`src/rtl/mxbus_pkg.sv`:
```
package mxbus_pkg;
  localparam int DW    = 16;
  localparam int WAITW = 3;

  typedef enum logic [1:0] {
    PH_IDLE,
    PH_ADDR_Z,
    PH_ADDR_DRV,
    PH_DATA
  } phase_e;

  typedef struct packed {
    logic             write;
    logic             wide;
    logic             addr_long;
    logic [WAITW-1:0] wait_n;
    logic [DW-1:0]    addr_lo;
    logic [DW-1:0]    wdata;
  } access_t;
endpackage

```
`src/rtl/mxbus_seq.sv`:
```
module mxbus_seq
  import mxbus_pkg::*;
#(
  parameter int AW = 24
) (
  input  logic                clk,
  input  logic                rst_n,
  input  logic                req_valid,
  output logic                req_ready,
  input  logic                req_write,
  input  logic [AW-1:0]       req_addr,
  input  logic [DW-1:0]       req_wdata,
  input  logic                cfg_addr_long,
  input  logic [WAITW-1:0]    cfg_wait,
  input  logic [1:0]          cfg_width_mode,
  output phase_e              phase,
  output access_t             acc,
  output logic                last_data
);
  logic [WAITW-1:0] cnt;
  logic             wide_sel;
  logic             accept;
  access_t          nxt_acc;
  logic             addr_unused;

  assign addr_unused = ^req_addr;

  always_comb begin
    case (cfg_width_mode)
      2'b00:   wide_sel = 1'b0;
      2'b01:   wide_sel = 1'b1;
      default: wide_sel = req_addr[AW-1];
    endcase
  end

  assign last_data = (phase == PH_DATA) && (cnt == '0);
  assign req_ready = (phase == PH_IDLE) || last_data;
  assign accept    = req_valid && req_ready;

  always_comb begin
    nxt_acc.write     = req_write;
    nxt_acc.wide      = wide_sel;
    nxt_acc.addr_long = cfg_addr_long;
    nxt_acc.wait_n    = cfg_wait;
    nxt_acc.addr_lo   = req_addr[DW-1:0];
    nxt_acc.wdata     = req_wdata;
  end

  always_ff @(posedge clk or negedge rst_n) begin
    if (!rst_n) begin
      phase <= PH_IDLE;
      cnt   <= '0;
      acc   <= '0;
    end else begin
      case (phase)
        PH_IDLE: begin
          if (accept) begin
            acc   <= nxt_acc;
            phase <= PH_ADDR_Z;
          end
        end
        PH_ADDR_Z: begin
          phase <= PH_ADDR_DRV;
          cnt   <= acc.addr_long ? WAITW'(1) : '0;
        end
        PH_ADDR_DRV: begin
          if (cnt == '0) begin
            phase <= PH_DATA;
            cnt   <= acc.wait_n;
          end else begin
            cnt <= cnt - 1'b1;
          end
        end
        default: begin
          if (cnt == '0) begin
            if (accept) begin
              acc   <= nxt_acc;
              phase <= PH_ADDR_Z;
            end else begin
              phase <= PH_IDLE;
            end
          end else begin
            cnt <= cnt - 1'b1;
          end
        end
      endcase
    end
  end

  assert_float_then_drive_R3: assert property (@(posedge clk) disable iff (!rst_n)
    phase == PH_ADDR_Z |=> phase == PH_ADDR_DRV);

  assert_accept_starts_R9: assert property (@(posedge clk) disable iff (!rst_n)
    (req_valid && req_ready) |=> phase == PH_ADDR_Z);

  assert_drive_leads_data_R6: assert property (@(posedge clk) disable iff (!rst_n)
    (phase == PH_DATA && $past(phase) != PH_DATA) |-> $past(phase) == PH_ADDR_DRV);
endmodule

```
`src/rtl/mxbus_pins.sv`:
```
module mxbus_pins
  import mxbus_pkg::*;
(
  input  logic          clk,
  input  logic          rst_n,
  input  phase_e        phase,
  input  access_t       acc,
  output logic          bus_cs_n,
  output logic          bus_ah_n,
  output logic          bus_rd_n,
  output logic [1:0]    bus_wr_n,
  output logic          bus_rdwr,
  output logic [DW-1:0] bus_data_o,
  output logic [1:0]    bus_data_oe
);
  logic [1:0]    lanes;
  logic [DW-1:0] lane_mask;

  assign lanes     = acc.wide ? 2'b11 : 2'b01;
  assign lane_mask = acc.wide ? {DW{1'b1}} : {{(DW/2){1'b0}}, {(DW/2){1'b1}}};

  always_comb begin
    bus_cs_n    = 1'b1;
    bus_ah_n    = 1'b1;
    bus_rd_n    = 1'b1;
    bus_wr_n    = 2'b11;
    bus_rdwr    = 1'b1;
    bus_data_o  = '0;
    bus_data_oe = 2'b00;
    if (phase != PH_IDLE) begin
      bus_cs_n = 1'b0;
      bus_rdwr = ~acc.write;
    end
    case (phase)
      PH_ADDR_DRV: begin
        bus_ah_n    = 1'b0;
        bus_data_o  = acc.addr_lo & lane_mask;
        bus_data_oe = lanes;
      end
      PH_DATA: begin
        if (acc.write) begin
          bus_wr_n    = ~lanes;
          bus_data_o  = acc.wdata & lane_mask;
          bus_data_oe = lanes;
        end else begin
          bus_rd_n = 1'b0;
        end
      end
      default: ;
    endcase
  end

  assert_quiet_when_idle_R1: assert property (@(posedge clk) disable iff (!rst_n)
    bus_cs_n |-> (bus_ah_n && bus_rd_n && bus_wr_n == 2'b11 && bus_data_oe == 2'b00));

  assert_first_cycle_floats_R2: assert property (@(posedge clk) disable iff (!rst_n)
    $fell(bus_cs_n) |-> (bus_data_oe == 2'b00 && bus_ah_n));

  assert_read_no_drive_R6: assert property (@(posedge clk) disable iff (!rst_n)
    !bus_rd_n |-> (bus_data_oe == 2'b00 && bus_wr_n == 2'b11 && bus_ah_n));

  assert_cs_through_address_R11: assert property (@(posedge clk) disable iff (!rst_n)
    !bus_ah_n |=> !bus_cs_n);
endmodule

```
`src/rtl/mxbus_capture.sv`:
```
module mxbus_capture
  import mxbus_pkg::*;
(
  input  logic          clk,
  input  logic          rst_n,
  input  logic          last_data,
  input  logic          acc_write,
  input  logic          acc_wide,
  input  logic [DW-1:0] bus_data_i,
  output logic          rsp_valid,
  output logic [DW-1:0] rsp_rdata
);
  always_ff @(posedge clk or negedge rst_n) begin
    if (!rst_n) begin
      rsp_valid <= 1'b0;
      rsp_rdata <= '0;
    end else begin
      rsp_valid <= last_data;
      if (last_data && !acc_write) begin
        rsp_rdata <= acc_wide ? bus_data_i : {{(DW/2){1'b0}}, bus_data_i[DW/2-1:0]};
      end
    end
  end

  assert_done_is_pulse_R8: assert property (@(posedge clk) disable iff (!rst_n)
    rsp_valid |=> !rsp_valid);
endmodule

```
`src/rtl/mxbus_ctrl.sv`:
```
module mxbus_ctrl
  import mxbus_pkg::*;
#(
  parameter int AW = 24
) (
  input  logic          clk,
  input  logic          rst_n,
  input  logic          req_valid,
  output logic          req_ready,
  input  logic          req_write,
  input  logic [AW-1:0] req_addr,
  input  logic [15:0]   req_wdata,
  output logic          rsp_valid,
  output logic [15:0]   rsp_rdata,
  input  logic          cfg_addr_long,
  input  logic [2:0]    cfg_wait,
  input  logic [1:0]    cfg_width_mode,
  output logic          bus_cs_n,
  output logic          bus_ah_n,
  output logic          bus_rd_n,
  output logic [1:0]    bus_wr_n,
  output logic          bus_rdwr,
  output logic [15:0]   bus_data_o,
  output logic [1:0]    bus_data_oe,
  input  logic [15:0]   bus_data_i
);
  phase_e  phase;
  access_t acc;
  logic    last_data;

  mxbus_seq #(.AW(AW)) u_seq (
    .clk            (clk),
    .rst_n          (rst_n),
    .req_valid      (req_valid),
    .req_ready      (req_ready),
    .req_write      (req_write),
    .req_addr       (req_addr),
    .req_wdata      (req_wdata),
    .cfg_addr_long  (cfg_addr_long),
    .cfg_wait       (cfg_wait),
    .cfg_width_mode (cfg_width_mode),
    .phase          (phase),
    .acc            (acc),
    .last_data      (last_data)
  );

  mxbus_pins u_pins (
    .clk         (clk),
    .rst_n       (rst_n),
    .phase       (phase),
    .acc         (acc),
    .bus_cs_n    (bus_cs_n),
    .bus_ah_n    (bus_ah_n),
    .bus_rd_n    (bus_rd_n),
    .bus_wr_n    (bus_wr_n),
    .bus_rdwr    (bus_rdwr),
    .bus_data_o  (bus_data_o),
    .bus_data_oe (bus_data_oe)
  );

  mxbus_capture u_cap (
    .clk        (clk),
    .rst_n      (rst_n),
    .last_data  (last_data),
    .acc_write  (acc.write),
    .acc_wide   (acc.wide),
    .bus_data_i (bus_data_i),
    .rsp_valid  (rsp_valid),
    .rsp_rdata  (rsp_rdata)
  );

  assert_dir_with_cs_R5: assert property (@(posedge clk) disable iff (!rst_n)
    (!bus_wr_n[0]) |-> (!bus_rdwr && !bus_cs_n));
endmodule

```
`config.mk`:
```
export PLATFORM = sky130hd
export DESIGN_NAME = mxbus_ctrl
export DESIGN_NICKNAME = d
export VERILOG_FILES = /design/src/rtl/mxbus_pkg.sv /design/src/rtl/mxbus_seq.sv /design/src/rtl/mxbus_pins.sv /design/src/rtl/mxbus_capture.sv /design/src/rtl/mxbus_ctrl.sv
export SDC_FILE = /design/constraint.sdc
export NUM_CORES = 1
export LEC_CHECK = 0
export BUFFER_PORTS_ARGS = -buffer_cell sky130_fd_sc_hd__buf_2
export CORE_UTILIZATION = 52
export CTS_CLUSTER_DIAMETER = 100
export DETAILED_ROUTE_END_ITERATION = 10
export PLACE_DENSITY = 0.82
export SKIP_LAST_GASP = 1
export SLEW_MARGIN = 10
export SYNTH_ARGS = -nofsm -noshare
export SYNTH_HDL_FRONTEND = slang
export SYNTH_SLANG_ARGS = --single-unit
```
`constraint.sdc`:
```
create_clock -name clk -period 3.3 [get_ports clk]
set_clock_uncertainty 0.05 [all_clocks]
set_input_delay 0.825 -clock clk [delete_from_list [all_inputs] [get_ports clk]]
set_output_delay 0.825 -clock clk [all_outputs]
set_load 0.005 [all_outputs]
```
== Word-level counts from Yosys, hierarchy flattened ==
Index checks and enable logic that the tools add are counted.

* Register bits after elaboration: 60
* Bits in latches: 0
* Bits in writable memories: 0
* ROM bits: 0
* Input port bits: 66
* Output and inout bits: 42
* Word-level logic and storage cells: 66
* Memories: 0

* $add $sub $neg: 1
* $mul: 0
* Divide/modulo/power cells: 0
* $lt $le $gt $ge: 0
* Equal/unequal tests: 7
* Shifts and indexed selects: 0
* Mux-type cells: 27
* Bitwise gates (word level): 6
* Reduce and logical (&&, ||, !) cells: 15

{| class="wikitable"
|+ Operator list
! cell !! number
|-
| 38-bit two-way mux || 2
|-
| 38-bit one-hot mux with 2 select lines || 1
|-
| 16-bit two-way mux || 3
|-
| 16-bit bitwise AND || 2
|-
| 16-bit one-hot mux with 2 select lines || 1
|-
| 2-bit two-way mux || 7
|-
| 3-bit one-hot mux with 3 select lines || 1
|-
| 1-bit two-way mux || 7
|-
| 3-bit two-way mux || 2
|-
| 2-bit one-hot mux with 3 select lines || 1
|-
| 2-bit by 1-bit equality test with 1-bit output (second input constant) || 2
|-
| 2-bit equality test (second input constant) || 2
|-
| 2-bit zero test || 2
|-
| 2-bit one-hot mux with 2 select lines || 1
|-
| 2-bit AND reduction || 2
|-
| 2-bit nonzero test || 2
|-
| 1-bit logical AND || 3
|-
| 3-bit zero test || 1
|-
| 3-bit by 2-bit != test with 1-bit output (second input constant) || 1
|-
| 1-bit NOT || 3
|-
| 3-bit AND reduction || 1
|-
| 3-bit nonzero test || 1
|-
| 3-bit by 1-bit subtractor with 3-bit output (second input constant) || 1
|-
| 2-bit by 1-bit != test with 1-bit output (second input constant) || 1
|-
| other kinds (6) || 6
|}

== Depth between registers and ports, before layout ==
Gate-level depths: netlist (run 1).

* Word-level depth: 7
* Depth in mapped cells: 9
* Mapped depth without buffers: 6

== Modules after synthesis ==
From an unflattened synthesis (run 1), not the netlist that was laid out.

* Cell total of the unflattened synthesis: 248
* Area total of the unflattened synthesis: 2981.6 um^2

{| class="wikitable"
|+ Modules (own cells, without submodules)
! module !! instances !! cells each !! area an instance (um^2) !! sequential area each (um^2)
|-
| mxbus_seq || 1 || 130 || 1904.3 || 1076.0
|-
| mxbus_capture || 1 || 53 || 711.9 || 425.4
|-
| mxbus_pins || 1 || 65 || 365.4 || 0.0
|}

== Worst setup path before layout (run 1) ==
No wires, ideal clock.

* Path kind: reg-to-output
* Start: register u_seq.phase[0]
* End: output port bus_data_oe[1]
* Data arrival time: 1.304 ns
* Slack: 1.121 ns
* Cell stages (with the launch flop): 6
* Path through: dfrtp_1 -> inv_1 -> ha_1 -> and2_1 -> clkbuf_1 -> or2_2

* Cells in the longest elaborated chain, start to end: 2
* Elaborated cells between the ends (all ways): 3
* Those cells by class: eq/ne: 2; mux: 1

{| class="wikitable"
|+ Ends and longest elaborated chain
! what !! RTL line !! source
|-
| start, declared || mxbus_seq.sv:16 || <nowiki>output phase_e phase,</nowiki>
|-
| start signal, assigned || mxbus_seq.sv:51 || <nowiki>phase <= PH_IDLE;</nowiki>
|-
| start signal, assigned || mxbus_seq.sv:59 || <nowiki>phase <= PH_ADDR_Z;</nowiki>
|-
| start signal, assigned || mxbus_seq.sv:63 || <nowiki>phase <= PH_ADDR_DRV;</nowiki>
|-
| 2-bit equality test || mxbus_pins.sv:34 || <nowiki>case (phase)</nowiki>
|-
| 2-bit one-hot mux with 2 select lines * || mxbus_pins.sv:34 ||
|-
| end, declared || mxbus_ctrl.sv:24 || <nowiki>output logic [1:0] bus_data_oe,</nowiki>
|}

Mark *: on every way between the ends. The rest lies on a longest branch, timed or not.

== Worst setup path in the final report (run 1) ==
Ends and elaborated chain as after synthesis.

==> results of run 1 <==
## kinds of logic after synthesis
family | synth area share [%]
multiplexers | 21.6
AND/OR/NAND/NOR | 6.90
buffers and inverters | 4.04
AO/OA/AOI/OAI | 10.3
flip-flops | 54.4
adder cells (fa/ha/maj) | 2.72
## worst max path at each step
stage	end	slack, ns	depth (start not counted)
detailed placement	u_seq.acc[31]	0.75	5
floorplan	bus_data_oe[1]	1.12	5
CTS	bus_data_oe[1]	0.61	4
finish	bus_data_oe[1]	0.61	4
global route	bus_data_o[14]	0.49	4
global placement	u_seq.acc[8]	0.77	5
## through the flow
step           power [µW]  std cells  worst slack [ns]
2_1_floorplan        2310        213              1.12
3_3_place_gp         2680        373             0.769
3_5_place_dp         2760        373             0.753
4_1_cts              3390        388             0.615
5_1_grt              3610        388             0.488
6_report             3360        388             0.611
## sequential cells by signal, summed over array words and instances (netlist names)
| signal | flops |
|---|---|
| u_cap.rsp_rdata | 16 |
| u_seq.cnt | 3 |
| u_cap.rsp_valid | 1 |
| u_seq.acc | 38 |
| u_seq.phase | 2 |
## power groups by stage
stage	sequential [µW]	combinational (µW)	clock (µW)
2_1_floorplan	1270	1040	0
3_3_place_gp	1300	1380	0
3_5_place_dp	1330	1430	0
4_1_cts	1320	1440	637
5_1_grt	1370	1580	666
6_report	1320	1420	619
## critical path: stages (launching register included)
cell	delay [ns]
sky130_fd_sc_hd__dfrtp_1	0.44
sky130_fd_sc_hd__ha_1	0.29
sky130_fd_sc_hd__and3_1	0.30
sky130_fd_sc_hd__or2_2	0.33
sky130_fd_sc_hd__buf_2	0.13
## layer usage
metal / part of all wire [%] / vias to the layer above / track usage [%]
met5: 0 / - / 0
met4: 0.62 / 0 / 6.29
met3: 7.0 / 6 / 7.90
met2: 50 / 81 / 36.2
met1: 43 / 941 / 24.5
li1: - / 949 / -
## layout make-up
cell class	instances	share of cell area (%)
Clock buffer	13	4.29
Clock inverter	2	1.01
Inverter	7	0.756
Multi-Input combinational cell	133	33.2
Sequential cell	60	43.2
Tap cell	70	2.52
Timing Repair Buffer	103	15.1
## layout by cell type (no fill, tap or decap)
cell type,instances
sky130_fd_sc_hd__a221oi_1,1
sky130_fd_sc_hd__o21ai_4,1
sky130_fd_sc_hd__a22o_1,16
sky130_fd_sc_hd__clkbuf_8,10
sky130_fd_sc_hd__and3b_4,1
sky130_fd_sc_hd__nand2_1,20
sky130_fd_sc_hd__or2_1,1
sky130_fd_sc_hd__nand2b_4,1
sky130_fd_sc_hd__nor3_1,1
sky130_fd_sc_hd__o21ai_0,7
sky130_fd_sc_hd__or2_2,2
sky130_fd_sc_hd__nand3_1,1
sky130_fd_sc_hd__mux2_2,35
sky130_fd_sc_hd__a21oi_1,4
sky130_fd_sc_hd__o22a_1,1
sky130_fd_sc_hd__mux2i_1,2
sky130_fd_sc_hd__nor2_1,1
sky130_fd_sc_hd__inv_1,7
sky130_fd_sc_hd__and3_1,1
sky130_fd_sc_hd__o21ai_1,7
sky130_fd_sc_hd__buf_4,3
sky130_fd_sc_hd__o22ai_1,1
sky130_fd_sc_hd__clkbuf_1,3
sky130_fd_sc_hd__ha_1,6
sky130_fd_sc_hd__nand2b_1,3
sky130_fd_sc_hd__a211oi_1,1
sky130_fd_sc_hd__bufinv_16,1
sky130_fd_sc_hd__mux2_4,12
sky130_fd_sc_hd__buf_2,100
sky130_fd_sc_hd__nor2b_1,3
sky130_fd_sc_hd__a21o_1,1
sky130_fd_sc_hd__clkinv_2,1
sky130_fd_sc_hd__a22oi_1,1
sky130_fd_sc_hd__dfrtp_1,60
sky130_fd_sc_hd__and2_1,2
==> qor.json, run 1 <==
{
  "cells_and_area": {
    "seqCellArea_mm2": 0.00150,
    "multi_input_comb_area_mm2": 0.00115,
    "area_growth_syn_to_layout_pct": 26.0,
    "final_core_utilization_pct": 68.0,
    "n_fill_cell": 415,
    "nets_final": 386,
    "antenna_diode_count": 0,
    "final_cell_area_mm2": 0.00347,
    "drive_above_1_share_pct": 52.5
  },
  "critical_path": {
    "startpoint": "u_seq.phase[0]",
    "crit_path_start_kind": "flop",
    "cp_data_arrival_time_ns": 1.81,
    "critical_path.reg2reg.startpoint": "u_seq.phase[0]",
    "reg2regPathDepth": 5,
    "worst_path_fanout_max": 10,
    "crit_path_end_kind": "primary output",
    "critical_path_class": "reg2out",
    "timing.critical_path.required_ns": 2.42,
    "regToRegSetupSlack_ns": 0.73,
    "crit-reg2reg-capture": "u_seq.acc[32]"
  },
  "timing": {
    "final_number_of_hold_violating_endpoints": 0,
    "timing.final.crit_share_pct": 81.5,
    "worst-slew-pin-transition_ns": 0.920,
    "setup-violations-final": 0,
    "final_hold_slack_ns": 0.429,
    "maxSlewHeadroom_pct": 38.4,
    "final_number_of_max_transition_violations": 0,
    "max_clock_freq_ghz": 0.372,
    "setup-tns-final_ns": 0,
    "rsz0062_at_grt": "false",
    "period_needed_ns": 2.69
  },
  "pwr": {
    "power_density_mw_per_mm2": 967,
    "power_leakage_uw": 0.00179,
    "power.share.combinational_pct": 42.2,
    "clock_power_share_pct": 18.4,
    "netSwitchingPower_uw": 1090,
    "ir_drop_worst_case_vdd_uv": 513,
    "power.sequential.fraction_pct": 39.4,
    "p_int_uw": 2270,
    "sw_frac_of_total_pct": 32.4
  },
  "status": {
    "run_status": "finished, final reports clean"
  },
  "route": {
    "dr_total_vias": 1977,
    "routed_via_density": 5.10,
    "initialDrtViolationCount": 83,
    "wire_per_inst_um": 14.2,
    "wirelength_mm": 5.52,
    "number_of_iterations_in_the_first_detailed_routing_pass": 4,
    "postRouteAntennaNets": 0,
    "post-route-drc-count": 0
  },
  "global_routing": {
    "first_global_vias": 1990,
    "global_route.usage.total_pct": 21.0,
    "antenna_found_initial": 0,
    "global_route.overflow_total": 0,
    "grt_first_pass_wirelength_mm": 8.61,
    "grt_max_degree": 61
  },
  "clock_network": {
    "ctsHtreeMaxLevel": 3,
    "cts_repair_resize_count": 0,
    "clock_insertion_delay_worst_skew_ns": 0.32,
    "cts_setup_buffers": 0,
    "cts_buffer_depth": 2,
    "clkSlewWorstSetupHoldPaths_ns": 0.06,
    "cts_tree": "done",
    "postCtsHoldBufs": 0,
    "cts_inserted_buffers": 9,
    "clock-root-buffer": "sky130_fd_sc_hd__clkbuf_8",
    "clock-sinks": 60
  },
  "place": {
    "post_dp_cell_area_mm2": 0.00329,
    "input_output_buffers": 100,
    "detailedPlacementHpwl_mm": 3.95,
    "gp_routability_congestion": 0.804
  },
  "yosys": {
    "yosys.area.top_type": "sky130_fd_sc_hd__dfrtp_1",
    "synth-edff-count": 0,
    "synthFlopType": "sky130_fd_sc_hd__dfrtp_1",
    "synth.avg_cell_area_um2": 12.9,
    "post_synth_most_frequent_cells": "sky130_fd_sc_hd__dfrtp_1 (60), sky130_fd_sc_hd__mux2_2 (35), sky130_fd_sc_hd__nand2_1 (20), sky130_fd_sc_hd__a22o_1 (16), sky130_fd_sc_hd__mux2_4 (12)",
    "synth.top_cells.by_area": "sky130_fd_sc_hd__dfrtp_1 (54%), sky130_fd_sc_hd__mux2_2 (14%), sky130_fd_sc_hd__mux2_4 (6.5%), sky130_fd_sc_hd__a22o_1 (5.1%), sky130_fd_sc_hd__ha_1 (2.7%)",
    "ys_async_sr_fraction_pct": 100,
    "syn_inst": 213,
    "synthDistinctLibCells": 34,
    "synth_fp_nets": 285,
    "seq_total_area_yosys_pct": 54.4,
    "synthesis.area_mm2": 0.00276,
    "synth_warnings": 0,
    "yosysMostFrequentCell": "sky130_fd_sc_hd__dfrtp_1",
    "synth.ff_latch_count": 60,
    "synth_top_area_share_pct": 54.4
  },
  "floorplanning": {
    "die_y_um": 74.8,
    "floorplan.initialDensity_pct": 54.0,
    "fp-row-count": 26,
    "core_area_mm2": 0.00511,
    "die_area_mm2": 0.00560,
    "pin_count": 108,
    "dieWidth_um": 74.8
  },
  "worst_hold_path": {
    "hold_path.class": "reg2reg",
    "min_from": "u_cap.rsp_rdata[13]",
    "min_path_cells": 2,
    "whs_endpoint": "u_cap.rsp_rdata[13]"
  },
  "run": {
    "drv_cap": 0
  }
}
No activity file was read; power rests on OpenSTA's default activity.
==> inputs of run 2 (changes only) <==
CORE_UTILIZATION = 44   (was 52)
PLACE_DENSITY = 0.73   (was 0.82)
clock period = 2.3 ns   (was 3.3 ns; I/O delays follow)
==> run 2 against run 1 <==
- cell count increased by 2.1%
- final area increased by 3.1%
- register-to-register slack got worse by 0.46 ns
- sequential power increased by 43%
- power increased by 51%
- routed wire length increased by 3.8%
- count of clock-buffer cells in the layout decreased by 2
- global-route usage decreased by 1.7 points
- first-iteration DRC count increased by 13%
- setup slack got worse by 0.54 ns
- die area increased by 18%
- largest power group unchanged
==> qor.json, run 2 (same netlist as run 1, synthesis figures left out) <==
{
  "cells_and_area": {
    "most_common_cell_after_layout_fill_and_taps_aside": "sky130_fd_sc_hd__buf_2",
    "registers_with_the_highest_flip_flop_counts": "u_seq.acc: 38 flops, u_cap.rsp_rdata: 16 flops, u_seq.cnt: 3 flops",
    "max_flop_register": "u_seq.acc",
    "multi_input_comb_area_mm2": 0.00117,
    "most-common-layout-cells": "sky130_fd_sc_hd__buf_2 (100), sky130_fd_sc_hd__dfrtp_1 (59), sky130_fd_sc_hd__mux2_2 (35), sky130_fd_sc_hd__nand2_1 (20), sky130_fd_sc_hd__a22o_1 (16)",
    "area_growth_syn_to_layout_pct": 29.9,
    "drive_above_1_share_pct": 55.8,
    "n_fill_cell": 512,
    "nets_final": 389,
    "max_ffs_per_register": 38,
    "antenna_diode_count": 0,
    "layoutNonFillerInstCount": 396,
    "seqCellArea_mm2": 0.00150
  },
  "critical_path": {
    "crit_path_end_kind": "primary output",
    "critical_path.reg2reg.startpoint": "u_seq.phase[1]",
    "cp_data_arrival_time_ns": 1.60,
    "regToRegSetupSlack_ns": 0.27,
    "critical_path_class": "reg2out",
    "worst_path_fanout_max": 10,
    "reg2regPathDepth": 4,
    "crit-reg2reg-capture": "u_cap.rsp_rdata[0]",
    "timing.critical_path.required_ns": 1.67,
    "crit_path_start_kind": "flop"
  },
  "floorplanning": {
    "die_area_mm2": 0.00659,
    "die_y_um": 81.2,
    "floorplan.initialDensity_pct": 46.0,
    "dieWidth_um": 81.2,
    "core_area_mm2": 0.00599,
    "pin_count": 108,
    "fp-row-count": 28
  },
  "global_routing": {
    "global_route.usage.total_pct": 19.3,
    "antenna_found_initial": 0,
    "global_route.overflow_total": 0,
    "grt_first_pass_wirelength_mm": 9.36,
    "grt_max_degree": 42,
    "first_global_vias": 2091
  },
  "run": {
    "drv_cap": 0
  },
  "route": {
    "number_of_iterations_in_the_first_detailed_routing_pass": 4,
    "post-route-drc-count": 0,
    "wire_per_inst_um": 14.5,
    "postRouteAntennaNets": 0,
    "routed_via_density": 5.04,
    "dr_total_vias": 1994,
    "initialDrtViolationCount": 94,
    "wirelength_mm": 5.73
  },
  "pwr": {
    "power_leakage_uw": 0.00183,
    "power_density_mw_per_mm2": 1410,
    "design_power_total_uw": 5060,
    "ir_drop_worst_case_vdd_uv": 926
  },
  "place": {
    "input_output_buffers": 100,
    "dp_slack_ns": 0.193,
    "gp_routability_congestion": 0.748,
    "detailedPlacementHpwl_mm": 4.05,
    "post-place-cells": 378
  },
  "timing": {
    "timing.final.ws_setup_ns": 0.0722,
    "final_number_of_hold_violating_endpoints": 0,
    "final_hold_slack_ns": 0.144,
    "maxSlewHeadroom_pct": 41.4,
    "worst-slew-pin-transition_ns": 0.879,
    "max_clock_freq_ghz": 0.449,
    "timing.final.crit_share_pct": 96.9,
    "final_number_of_max_transition_violations": 0,
    "setup-tns-final_ns": 0,
    "rsz0062_at_grt": "false",
    "period_needed_ns": 2.23,
    "setup-violations-final": 0
  },
  "status": {
    "run_status": "finished, final reports clean"
  },
  "clock_network": {
    "cts_tree": "done",
    "ctsHtreeMaxLevel": 3,
    "postCtsHoldBufs": 0,
    "clock-root-buffer": "sky130_fd_sc_hd__clkbuf_8",
    "clock_insertion_delay_worst_skew_ns": 0.33,
    "cts_buffer_depth": 2,
    "clock-sinks": 60,
    "cts_inserted_buffers": 9,
    "clkSlewWorstSetupHoldPaths_ns": 0.07
  },
  "worst_hold_path": {
    "hold_path.class": "in2async"
  }
}
run 2: cell types whose count changed in the layout (fill, tap and decap cells not counted), moves of 2 or more:
cell	before	now
sky130_fd_sc_hd__ha_1	6	4
sky130_fd_sc_hd__ha_2	0	2
sky130_fd_sc_hd__buf_12	0	2
sky130_fd_sc_hd__and2_1	2	0
sky130_fd_sc_hd__clkbuf_1	3	0
run 2: repair_timing:
action | in CTS | in global routing
gates resized for setup | 6 | 2
setup endpoints to repair | 21 | 18
buffers inserted | 2 | 1
run 2: worst max-delay path by stage:
| stage | slack [ns] | cells after the start | from | end |
|---|---|---|---|---|
| floorplan | 0.37 | 5 | u_seq.phase[0] | bus_data_oe[1] |
| global placement | 0.24 | 4 | u_seq.phase[0] | bus_data_oe[1] |
| detailed placement | 0.19 | 4 | u_seq.phase[0] | u_cap.rsp_rdata[1] |
| CTS | 0.002 | 5 | u_seq.cnt[0] | req_ready |
| global route | 0.001 | 4 | u_seq.phase[1] | req_ready |
| finish | 0.07 | 4 | u_seq.phase[1] | bus_data_oe[1] |
run 2: final cells by class:
class | instances | share of cell area [%]
clock buffer | 11 | 4.22
clock inverter | 4 | 2.03
inverter | 7 | 0.733
multi-input combinational | 133 | 32.5
sequential | 60 | 41.9
tap | 75 | 2.62
timing repair buffer | 106 | 15.9
run 2: metrics by stage:
stage	util [%]	cell area [µm²]
2_1_floorplan	-	2760
3_5_place_dp	55.5	3320
6_report	59.8	3580
3_3_place_gp	55.5	3320
4_1_cts	59.6	3570
5_1_grt	59.8	3580
run 2: report_power, final:
part / total [µW] / switching [µW] / internal (µW) / leakage (µW)
Combinational: 2120 / 905 / 1220 / 0.000987
Clock: 1040 / 384 / 661 / 0.000111
Sequential: 1890 / 312 / 1580 / 0.000728
Total: 5060 / 1600 / 3460 / 0.00183
run 2: metal layers:
layer | vias up | part of all wire (%) | GRT usage [%]
met2 | 77 | 49 | 33.5
li1 | 952 | - | -
met1 | 957 | 40 | 20.9
met5 | - | 0 | 0
met4 | 0 | 1.3 | 6.43
met3 | 8 | 9.3 | 8.65
run 2: critical path: stages (launching register included):
cell and delay [ns]:
sky130_fd_sc_hd__dfrtp_1 0.43, sky130_fd_sc_hd__ha_2 0.23, sky130_fd_sc_hd__and3_4 0.20, sky130_fd_sc_hd__or2_2 0.28, sky130_fd_sc_hd__buf_2 0.13
